<file path="config.mk">
export PLATFORM = sky130hd
export DESIGN_NAME = bank_addr_resolver
export DESIGN_NICKNAME = d
export VERILOG_FILES = /design/src/rtl/bank_addr_pkg.sv /design/src/rtl/bar_bank_reg.sv /design/src/rtl/bar_addr_mux.sv /design/src/rtl/bar_dest_sel.sv /design/src/rtl/bank_addr_resolver.sv
export SDC_FILE = /design/constraint.sdc
export NUM_CORES = 1
export LEC_CHECK = 0
export ABC_AREA = 0
export BUFFER_PORTS_ARGS = -buffer_cell sky130_fd_sc_hd__buf_2
export CORE_AREA = 2 2 39 41
export DETAILED_ROUTE_END_ITERATION = 8
export DIE_AREA = 0 0 41 43
export MAX_ROUTING_LAYER = met4
export PLACE_DENSITY = 0.87
export RECOVER_POWER = 25
export SETUP_SLACK_MARGIN = 0.15
export SYNTH_ARGS = -nofsm -noshare
export SYNTH_HDL_FRONTEND = slang
export SYNTH_SLANG_ARGS = --single-unit
</file>
<file path="constraint.sdc">
create_clock -name clk_i -period 0.8 [get_ports clk_i]
set_input_delay 0.12 -clock clk_i [delete_from_list [all_inputs] [get_ports clk_i]]
set_output_delay 0.12 -clock clk_i [all_outputs]
set_load 0.05 [all_outputs]
</file>
<file path="src/rtl/bank_addr_pkg.sv">
package bank_addr_pkg;
  localparam int unsigned LIT_W  = 8;
  localparam int unsigned BANK_W = 4;
  localparam int unsigned ADDR_W = LIT_W + BANK_W;

  typedef logic [LIT_W-1:0]  lit_t;
  typedef logic [BANK_W-1:0] bank_t;
  typedef logic [ADDR_W-1:0] addr_t;

  typedef enum logic [1:0] {
    MODE_BANKED = 2'd0,
    MODE_WINDOW = 2'd1,
    MODE_FULL   = 2'd2
  } addr_mode_e;
endpackage

</file>
<file path="src/rtl/bar_bank_reg.sv">
module bar_bank_reg #(
  parameter int unsigned BANK_W = 4
) (
  input  logic              clk_i,
  input  logic              rst_ni,
  input  logic              we_i,
  input  logic [BANK_W-1:0] d_i,
  output logic [BANK_W-1:0] q_o
);
  always_ff @(posedge clk_i or negedge rst_ni) begin
    if (!rst_ni)   q_o <= '0;
    else if (we_i) q_o <= d_i;
  end
endmodule

</file>
<file path="src/rtl/bar_addr_mux.sv">
module bar_addr_mux
  import bank_addr_pkg::*;
#(
  parameter int unsigned  LW        = LIT_W,
  parameter int unsigned  BW        = BANK_W,
  parameter logic [LW-1:0] SPLIT    = 8'h60,
  localparam int unsigned AW        = LW + BW
) (
  input  logic [LW-1:0] lit_i,
  input  logic [BW-1:0] bank_i,
  input  logic          acc_bit_i,
  input  logic          full_mode_i,
  input  logic [AW-1:0] full_addr_i,
  output logic [AW-1:0] addr_o
);
  addr_mode_e    mode;
  logic [BW-1:0] win_hi;
  logic [BW-1:0] hi;

  always_comb begin
    if (full_mode_i)    mode = MODE_FULL;
    else if (acc_bit_i) mode = MODE_BANKED;
    else                mode = MODE_WINDOW;
  end

  // window: low part -> bottom of RAM, high part -> SFR region at top
  assign win_hi = (lit_i >= SPLIT) ? {BW{1'b1}} : {BW{1'b0}};

  always_comb begin
    unique case (mode)
      MODE_BANKED: hi = bank_i;
      MODE_WINDOW: hi = win_hi;
      default:     hi = '0;
    endcase
    addr_o = (mode == MODE_FULL) ? full_addr_i : {hi, lit_i};
  end
endmodule

</file>
<file path="src/rtl/bar_dest_sel.sv">
module bar_dest_sel (
  input  logic dest_bit_i,
  input  logic implicit_i,
  input  logic implicit_file_i,
  output logic dest_file_o
);
  assign dest_file_o = implicit_i ? implicit_file_i : dest_bit_i;
endmodule

</file>
<file path="src/rtl/bank_addr_resolver.sv">
module bank_addr_resolver
  import bank_addr_pkg::*;
#(
  parameter int unsigned  LW    = LIT_W,
  parameter int unsigned  BW    = BANK_W,
  parameter logic [LW-1:0] SPLIT = 8'h60,
  localparam int unsigned AW    = LW + BW
) (
  input  logic          clk_i,
  input  logic          rst_ni,
  input  logic          bank_we_i,
  input  logic [BW-1:0] bank_d_i,
  input  logic [LW-1:0] file_lit_i,
  input  logic          acc_bit_i,
  input  logic          dest_bit_i,
  input  logic          full_mode_i,
  input  logic [AW-1:0] full_addr_i,
  input  logic          implicit_i,
  input  logic          implicit_file_i,
  output logic [BW-1:0] bank_o,
  output logic [AW-1:0] addr_o,
  output logic          dest_file_o
);
  bar_bank_reg #(.BANK_W(BW)) u_bank (
    .clk_i  (clk_i),
    .rst_ni (rst_ni),
    .we_i   (bank_we_i),
    .d_i    (bank_d_i),
    .q_o    (bank_o)
  );

  bar_addr_mux #(.LW(LW), .BW(BW), .SPLIT(SPLIT)) u_mux (
    .lit_i       (file_lit_i),
    .bank_i      (bank_o),
    .acc_bit_i   (acc_bit_i),
    .full_mode_i (full_mode_i),
    .full_addr_i (full_addr_i),
    .addr_o      (addr_o)
  );

  bar_dest_sel u_dest (
    .dest_bit_i      (dest_bit_i),
    .implicit_i      (implicit_i),
    .implicit_file_i (implicit_file_i),
    .dest_file_o     (dest_file_o)
  );
endmodule

</file>
==> summary.txt, run 1 <==
Floorplan
  – Initial Util: 28.6%
  – Die width: 41 um
  – I/O pin total: 49
  – Die H: 43 um
  – # rows: 14
  – Core outline area: 1380 sq um
  – Die area: 1760 sq um

Power
  – Peak supply drop: 921 uV
  – Power per standard cell area: 1330 nW/um^2
  – Combinational fraction of design power: 65.2%
  – P_int: 856 uW
  – Clock power share: 17.7%
  – Register share of total power: 17.1%
  – Switching Fraction: 39.6%
  – Net switching power: 561 uW
  – Leak: 0.533 nW

STA
  – Worst-Margin Slew: 524 ps
  – Slew Limit Fails: 0
  – Final hold vios: 0
  – F_max: 850 MHz
  – Fin crit period: 1180 ps
  – Worst relative slew slack: 65.1%
  – Final Worst Setup Slack: -376 ps
  – Period utilisation layout: 147%
  – Setup Viol. Count Final: 17
  – Skew final: 0 ps
  – RSZ-0062 raised after global routing: yes

Synth
  – Synth Instances: 32
  – Ranking of synthesized cells by area: mux2_4 (30%), dfrtp_1 (25%), mux2_2 (14%), o311ai_2 (8.2%), nand3b_1 (7.6%)
  – Mapped Nets: 64
  – Register bit total from synthesis: 4
  – Mapped Avg Cell Area: 12.4 sq um
  – Mapped cell area: 395 sq um
  – Yosys warnings: 0
  – Top-area cell type share of the netlist area: 30.4%
  – Sequential area share after synthesis: 25.3%
  – Yosys top cell by area: mux2_4
  – Count of different cell masters after synthesis: 10

Critical path
  – Startpoint types: flop
  – CP Data Required Time: 680 ps
  – Arr. time, crit path: 1060 ps
  – CP Max Fanout: 2
  – Critical path type: flop to output port
  – Reg-to-reg endpoint: u_bank.q_o[3]
  – R2r startpoint: u_bank.q_o[3]
  – Crit path capture type: output port
  – Worst R2R Setup Slack: -210 ps
  – R2R cell count: 3

GRT
  – GR Overflow Total: 0
  – Largest net degree at the start of global routing: 11
  – Total track usage: 22.0%
  – First-pass GRT wire length: 2.39 mm
  – Vias in the first global route: 545
  – Antenna violations before repair: 0

Clock tree
  – Clk Tree Root Cell: clkbuf_4
  – CTS clock-pin slew for the worst setup and hold paths: 40 ps
  – H-tree Lvls: 1
  – CTS max path bufs: 2
  – Number of CTS-inserted buffers: 3
  – TritonCTS clock tree: yes
  – Worst-Skew Late Latency: 240 ps
  – Clk sinks: 4

Routing
  – Avg Vias per Cell: 4.71
  – Drt drc: 0
  – First-iteration detailed-routing DRC count: 4
  – DRT Pass-1 Iters: 2
  – Drt total wl: 1.63 mm
  – Routed vias: 518
  – Antenna-violating nets left: 0
  – WL per Instance: 14.8 um

Finish
  – Final instance area: 1060 sq um
  – Fillers: 89
  – Post-Layout Cell Count: 110
  – Largest registers: u_bank.q_o (4)
  – Total Nets Final: 128
  – Most frequent cells in the layout: buf_2 (27), buf_6 (18), mux2_4 (10), buf_8 (7)
  – Multi-input gate area in the final layout: 343 sq um
  – Most common cell after layout, fill and taps aside: buf_2
  – Synth-to-layout area growth: 169%
  – Layout cells sized above 1: 89.4%
  – FF+latch area: 105 sq um
  – Most flops, register: u_bank.q_o
  – N_diodes: 0
  – Largest register FFs: 4

Min path
  – Hold path start: bank_d_i[3]
  – Hold Path Depth: 2
  – Hold Crit Class: input port to flop
  – Min-Delay Endpoint: u_bank.q_o[3]

Run status
  – Failing checks: negative setup slack
  – Status: complete, but fails checks

Placed design
  – Port Buffer Count: 48
  – Post-DP Area: 764 sq um
  – Placed cell count: 102
  – GPL Wtd Cong: 0.660

Flow run
  – Maxcap violations: 0
power by group through the flow:
stage / Combinational, mW / Sequential, mW / Clock, mW
final: 0.924 / 0.243 / 0.251
after global routing: 0.961 / 0.246 / 0.285
after CTS: 0.904 / 0.243 / 0.256
after detailed placement: 0.680 / 0.242 / 0
after global placement: 0.665 / 0.241 / 0
after floorplan: 0.401 / 0.317 / 0
through the flow:
| stage | utilization (%) | total power [mW] | hold slack [ps] | setup slack [ps] | TNS (ps) |
|---|---|---|---|---|---|
| floorplan | - | 0.717 | -176 | -194 | -1210 |
| detailed placement | 55.2 | 0.922 | -69.2 | -453 | -5010 |
| global route | 76.9 | 1.49 | 99.2 | -428 | -3720 |
| finish | 76.9 | 1.42 | 111 | -376 | -3240 |
| global placement | 55.2 | 0.906 | -75.8 | -402 | -4680 |
| CTS | 75.9 | 1.40 | 111 | -388 | -3060 |
Yosys cell counts, drive strengths merged:
master / n
o311ai: 4
nand3b: 4
mux2: 13
nand2: 4
a21oi: 1
buf: 2
dfrtp: 4
metal layers:
layer / GRT usage [%] / up-vias / part of all wire [%]
met5: - / - / 0
met4: 15.3 / 0 / 3.6
met3: 4.71 / 5 / 6.0
met2: 38.1 / 28 / 61
met1: 19.2 / 234 / 30
li1: - / 251 / -
worst max path at each step:
stage	from	endpoint	cells past startpoint
detailed placement	full_mode_i	addr_o[11]	4
finish	u_bank.q_o[3]	addr_o[11]	3
global route	u_bank.q_o[3]	addr_o[11]	3
global placement	full_mode_i	addr_o[11]	4
floorplan	u_bank.q_o[2]	addr_o[10]	2
CTS	u_bank.q_o[3]	addr_o[11]	3
cell type report:
| type | count | area share, % |
|---|---|---|
| clock buffer | 3 | 2.12 |
| multi-input combinational | 26 | 32.2 |
| sequential | 4 | 9.87 |
| tap | 16 | 1.88 |
| timing repair buffer | 61 | 53.9 |
critical path: stages, from the launching register on:
cell and delay, ps:
dfrtp_2 390, nand3b_1 140, o311ai_4 110, buf_6 170
logic make-up after synthesis:
logic type	Yosys count	share of synthesized area [%]
AO/OA/AOI/OAI	5	13.9
buffers and inverters	2	4.75
flip-flops	4	25.3
multiplexers	13	44.6
AND/OR/NAND/NOR	8	11.4
timing repair:
item,in CTS,in global routing
setup buffers,1,1
gates cloned,2,0
resized for setup,54,2
endpoints found under the setup margin,21,21
hold endpoints to repair,4,0
hold buffers,1,0
(Power assumes the default switching activity.)
==> run 2, diff against run 1 <==
--- a/config.mk
+++ b/config.mk
@@ -10,8 +10,9 @@
 export CORE_AREA = 2 2 39 41
 export DETAILED_ROUTE_END_ITERATION = 8
 export DIE_AREA = 0 0 41 43
+export HOLD_SLACK_MARGIN = 0.08
 export MAX_ROUTING_LAYER = met4
-export PLACE_DENSITY = 0.87
+export PLACE_DENSITY = 0.8
 export RECOVER_POWER = 25
 export SETUP_SLACK_MARGIN = 0.15
 export SYNTH_ARGS = -nofsm -noshare
==> summary.txt, run 2 (synthesis gave the netlist of run 1 again) <==
Run status
  – Status: complete, but fails checks
  – Failing checks: negative setup slack

Finish
  – Fillers: 85
  – Multi-input gate area in the final layout: 347 sq um
  – Layout cells sized above 1: 89.2%
  – Most flops, register: u_bank.q_o
  – Synth-to-layout area growth: 165%
  – FF+latch area: 105 sq um
  – Largest registers: u_bank.q_o (4)
  – Most frequent cells in the layout: buf_2 (27), buf_6 (18), mux2_4 (11), buf_8 (5), buf_4 (5)
  – N_diodes: 0
  – Post-Layout Cell Count: 109
  – Largest register FFs: 4
  – Most common cell after layout, fill and taps aside: buf_2
  – Total Nets Final: 127

Routing
  – Met3 wire length: 186 um
  – Top sig layer: met4
  – Antenna-violating nets left: 0
  – Met2 WL: 827 um
  – First-iteration detailed-routing DRC count: 3
  – WL per Instance: 14.3 um
  – Drt drc: 0
  – Routed vias: 517
  – Drt total wl: 1.56 mm
  – Avg Vias per Cell: 4.74
  – DRT Pass-1 Iters: 3
  – M1 wire length: 535 um

GRT
  – Antenna violations before repair: 0
  – Largest net degree at the start of global routing: 11
  – First-pass GRT wire length: 2.28 mm
  – Total track usage: 20.0%
  – GR Overflow Total: 0
  – Vias in the first global route: 548

Min path
  – Hold Path Depth: 2
  – Min-Delay Endpoint: u_bank.q_o[1]
  – Hold path start: bank_d_i[1]
  – Hold Crit Class: input port to flop

Floorplan
  – I/O pin total: 49
  – Die H: 43 um
  – Core outline area: 1380 sq um
  – Die area: 1760 sq um
  – # rows: 14
  – Initial Util: 28.6%
  – Die width: 41 um

Critical path
  – Number of buffers and inverters on the critical path: 1
  – Critical path type: flop to output port
  – Worst-path cell with the longest stage delay: dfrtp_2
  – CP Cell Sequence: nand3b_1 -> o311ai_4 -> buf_6
  – Arr. time, crit path: 1040 ps
  – Startpoint types: flop
  – R2R cell count: 3
  – Worst path max stage delay: 400 ps
  – Top delay family on crit path: flip-flops
  – R2r startpoint: u_bank.q_o[0]
  – CP Max Fanout: 2
  – CP Data Required Time: 680 ps
  – Worst R2R Setup Slack: -190 ps
  – Crit path capture type: output port
  – Reg-to-reg endpoint: u_bank.q_o[0]

STA
  – Setup Viol. Count Final: 19
  – Slew Limit Fails: 0
  – F_max: 865 MHz
  – Worst-Margin Slew: 500 ps
  – Worst relative slew slack: 66.7%
  – Worst hold margin: 119 ps
  – Period utilisation layout: 144%
  – Skew final: 0 ps
  – Final Worst Setup Slack: -356 ps
  – Fin crit period: 1160 ps
  – Final hold vios: 0
  – RSZ-0062 raised after global routing: yes

Flow run
  – Maxcap violations: 0

Power
  – Peak supply drop: 755 uV
  – Leak: 0.527 nW
  – Power per standard cell area: 1330 nW/um^2

Placed design
  – Port Buffer Count: 48
  – Post-detail-place hpwl: 1.03 mm
  – Placed cell count: 102
  – GPL Wtd Cong: 0.626

Clock tree
  – Clk sinks: 4
  – TritonCTS clock tree: yes
  – Worst-Skew Late Latency: 230 ps
  – CTS max path bufs: 2
  – Number of CTS-inserted buffers: 3
  – H-tree Lvls: 1
  – CTS clock-pin slew for the worst setup and hold paths: 40 ps
  – Clk Tree Root Cell: clkbuf_4
## run 2: cell types whose count changed in the layout (fill, tap and decap cells not counted), sizes merged
| cell | before | now |
|---|---|---|
| buf | 58 | 57 |
## run 2: how the worst max path moves through the flow
stage	start	cells after the start	end	slack, ps
3_3_place_gp	full_mode_i	4	addr_o[10]	-410
4_1_cts	u_bank.q_o[1]	3	addr_o[9]	-360
5_1_grt	u_bank.q_o[0]	3	addr_o[8]	-400
2_1_floorplan	u_bank.q_o[2]	2	addr_o[10]	-190
6_report	u_bank.q_o[0]	3	addr_o[8]	-360
3_5_place_dp	full_mode_i	4	addr_o[11]	-430
## run 2: area by class of cell
| cell class | instances | area share (%) |
|---|---|---|
| repair buffers | 60 | 52.8 |
| clock buffers | 3 | 2.15 |
| multi-input cells | 26 | 33.1 |
| well taps | 16 | 1.91 |
| flip-flops and latches | 4 | 10.0 |
## run 2: repair_timing
| action | in CTS | in global routing |
|---|---|---|
| buffers inserted | 1 | 0 |
| hold endpoints to repair | 4 | 0 |
| gates resized for setup | 48 | 5 |
| hold buffers | 1 | 0 |
| gates cloned | 2 | 0 |
| endpoints found under the setup margin | 21 | 21 |
## run 2: power by group
part | internal [mW] | switching [mW]
sequential | 0.228 | 0.0127
combinational | 0.444 | 0.457
clock | 0.167 | 0.0778
## run 2: through the flow
step / power (mW) / setup TNS (ps) / setup slack [ps] / area [sq um] / utilization (%)
2_1_floorplan: 0.717 / -1210 / -194 / 472 / -
4_1_cts: 1.38 / -3030 / -363 / 1030 / 74.3
6_report: 1.39 / -2940 / -356 / 1050 / 75.6
3_3_place_gp: 0.911 / -4840 / -408 / 764 / 55.2
3_5_place_dp: 0.923 / -5050 / -430 / 764 / 55.2
5_1_grt: 1.47 / -3390 / -405 / 1050 / 75.6
## run 2: routing by layer
| layer | vias up | GRT usage [%] |
|---|---|---|
| met5 | - | - |
| met4 | 0 | 8.00 |
| met3 | 2 | 3.14 |
| met2 | 41 | 35.9 |
| met1 | 225 | 19.9 |
| li1 | 249 | - |
==> run 3, diff against run 2 <==
==> constraint.sdc (replaced) <==
create_clock -name clk_i -period 1.3 [get_ports clk_i]
set_input_delay 0.195 -clock clk_i [delete_from_list [all_inputs] [get_ports clk_i]]
set_output_delay 0.195 -clock clk_i [all_outputs]
set_load 0.05 [all_outputs]
==> summary.txt, run 3 (synthesis gave the netlist of run 1 again) <==
STA
  – Slew Limit Fails: 0
  – Worst relative slew slack: 78.7%
  – Period utilisation layout: 96.0%
  – Skew final: 0 ps
  – Fin crit period: 1250 ps
  – Final hold vios: 0
  – F_max: 802 MHz
  – Setup Viol. Count Final: 0
  – Final Worst Setup Slack: 52.4 ps
  – Worst-Margin Slew: 318 ps
  – RSZ-0062 raised after global routing: yes

Critical path
  – Worst path max stage delay: 410 ps
  – Worst R2R Setup Slack: 410 ps
  – Top delay family on crit path: flip-flops
  – CP Max Fanout: 3
  – R2R cell count: 2
  – Critical Path Stages: 3
  – CP endpoint: addr_o[8]
  – CP Data Required Time: 1110 ps
  – Critical path type: flop to output port
  – Reg-to-reg endpoint: u_bank.q_o[1]
  – Arr. time, crit path: 1050 ps
  – R2r startpoint: u_bank.q_o[1]
  – Crit path capture type: output port
  – Startpoint types: flop
  – Worst-path cell with the longest stage delay: dfrtp_2
  – Worst Setup SP: u_bank.q_o[0]
  – CP Cell Sequence: nand3b_1 -> o311ai_4 -> buf_6
  – Number of buffers and inverters on the critical path: 1

Power
  – Leak: 0.410 nW
  – Power per standard cell area: 934 nW/um^2
  – Peak supply drop: 402 uV

Floorplan
  – Core outline area: 1380 sq um
  – Initial Util: 28.6%
  – Die H: 43 um
  – Die area: 1760 sq um
  – Die width: 41 um
  – I/O pin total: 49
  – # rows: 14

Routing
  – Avg Vias per Cell: 4.60
  – Drt drc: 0
  – DRT Pass-1 Iters: 2
  – Drt total wl: 1.11 mm
  – Routed vias: 469
  – Antenna-violating nets left: 0
  – WL per Instance: 10.9 um
  – First-iteration detailed-routing DRC count: 1

Placed design
  – Post-DP Area: 707 sq um
  – Worst slack, placed: -119 ps
  – Port Buffer Count: 48
  – GPL Wtd Cong: 0.581
  – Placed cell count: 95

Flow run
  – Maxcap violations: 0

Finish
  – Largest register FFs: 4
  – Most flops, register: u_bank.q_o
  – Largest registers: u_bank.q_o (4)
  – Layout cells sized above 1: 86.0%
  – Most common cell after layout, fill and taps aside: buf_2
  – Total Nets Final: 119
  – Final instance area: 805 sq um
  – Post-Layout Cell Count: 102
  – N_diodes: 0
  – Most frequent cells in the layout: buf_2 (40), mux2_4 (8), mux2_2 (5), buf_4 (5)
  – Synth-to-layout area growth: 103%

Clock tree
  – CTS clock-pin slew for the worst setup and hold paths: 50 ps
  – Worst-Skew Late Latency: 240 ps
  – H-tree Lvls: 1
  – CTS max path bufs: 2
  – TritonCTS clock tree: yes
  – Number of CTS-inserted buffers: 3
  – Clk sinks: 4
  – Clk Tree Root Cell: clkbuf_4

GRT
  – Total track usage: 13.6%
  – Vias in the first global route: 431
  – GR Overflow Total: 0
  – Largest net degree at the start of global routing: 21
  – First-pass GRT wire length: 1.62 mm
  – Antenna violations before repair: 0

Run status
  – Status: finished, final reports clean

Min path
  – Hold Crit Class: input port to flop
-- run 3: cell types whose count changed in the layout (fill, tap and decap cells not counted), sizes merged --
cell / change
clkbuf: +1
bufbuf: -1
buf: -7
-- run 3: power by group --
group	internal [mW]	switching [mW]	leakage [nW]	total (mW)
clock network	0.116	0.0634	0.0150	0.179
logic	0.168	0.257	0.351	0.425
registers	0.139	0.00779	0.0438	0.147
-- run 3: final cells by class --
type / instances / area, sq um
Clock buffer: 4 / 26.3
Fill cell: 128 / 579
Multi-Input combinational cell: 26 / 343
Sequential cell: 4 / 104
Tap cell: 16 / 20.0
Timing Repair Buffer: 52 / 312
-- run 3: per-stage QoR --
step | power (mW) | setup TNS [ps] | hold slack, ps | utilization (%)
floorplan | 0.436 | 0 | -101 | -
finish | 0.751 | 0 | 185 | 58.1
global placement | 0.533 | -622 | 0.394 | 51.1
global route | 0.787 | -1.56 | 184 | 58.1
detailed placement | 0.538 | -874 | 2.39 | 51.1
CTS | 0.750 | 0 | 180 | 57.1
-- run 3: routing by layer --
| layer | vias up | track usage [%] | part of all wire [%] |
|---|---|---|---|
| met2 | 18 | 23.8 | 60 |
| met5 | - | - | 0 |
| met4 | 0 | 8.00 | 1.4 |
| li1 | 232 | - | - |
| met1 | 217 | 14.2 | 33 |
| met3 | 2 | 0 | 5.3 |
-- run 3: worst min path at each step --
stage | from | to | cells past startpoint
after floorplan | rst_ni | u_bank.q_o[0] | 0
after global placement | rst_ni | u_bank.q_o[3] | 1
after detailed placement | rst_ni | u_bank.q_o[3] | 1
after CTS | bank_d_i[0] | u_bank.q_o[0] | 2
after global routing | bank_d_i[0] | u_bank.q_o[0] | 2
final | bank_d_i[0] | u_bank.q_o[0] | 2
-- run 3: timing repair --
action | in CTS | in global routing
setup endpoints to repair | 12 | 8
hold buffers | 1 | 0
resized for setup | 11 | 5
buffers inserted | 1 | 1
hold endpoints to repair | 4 | 0
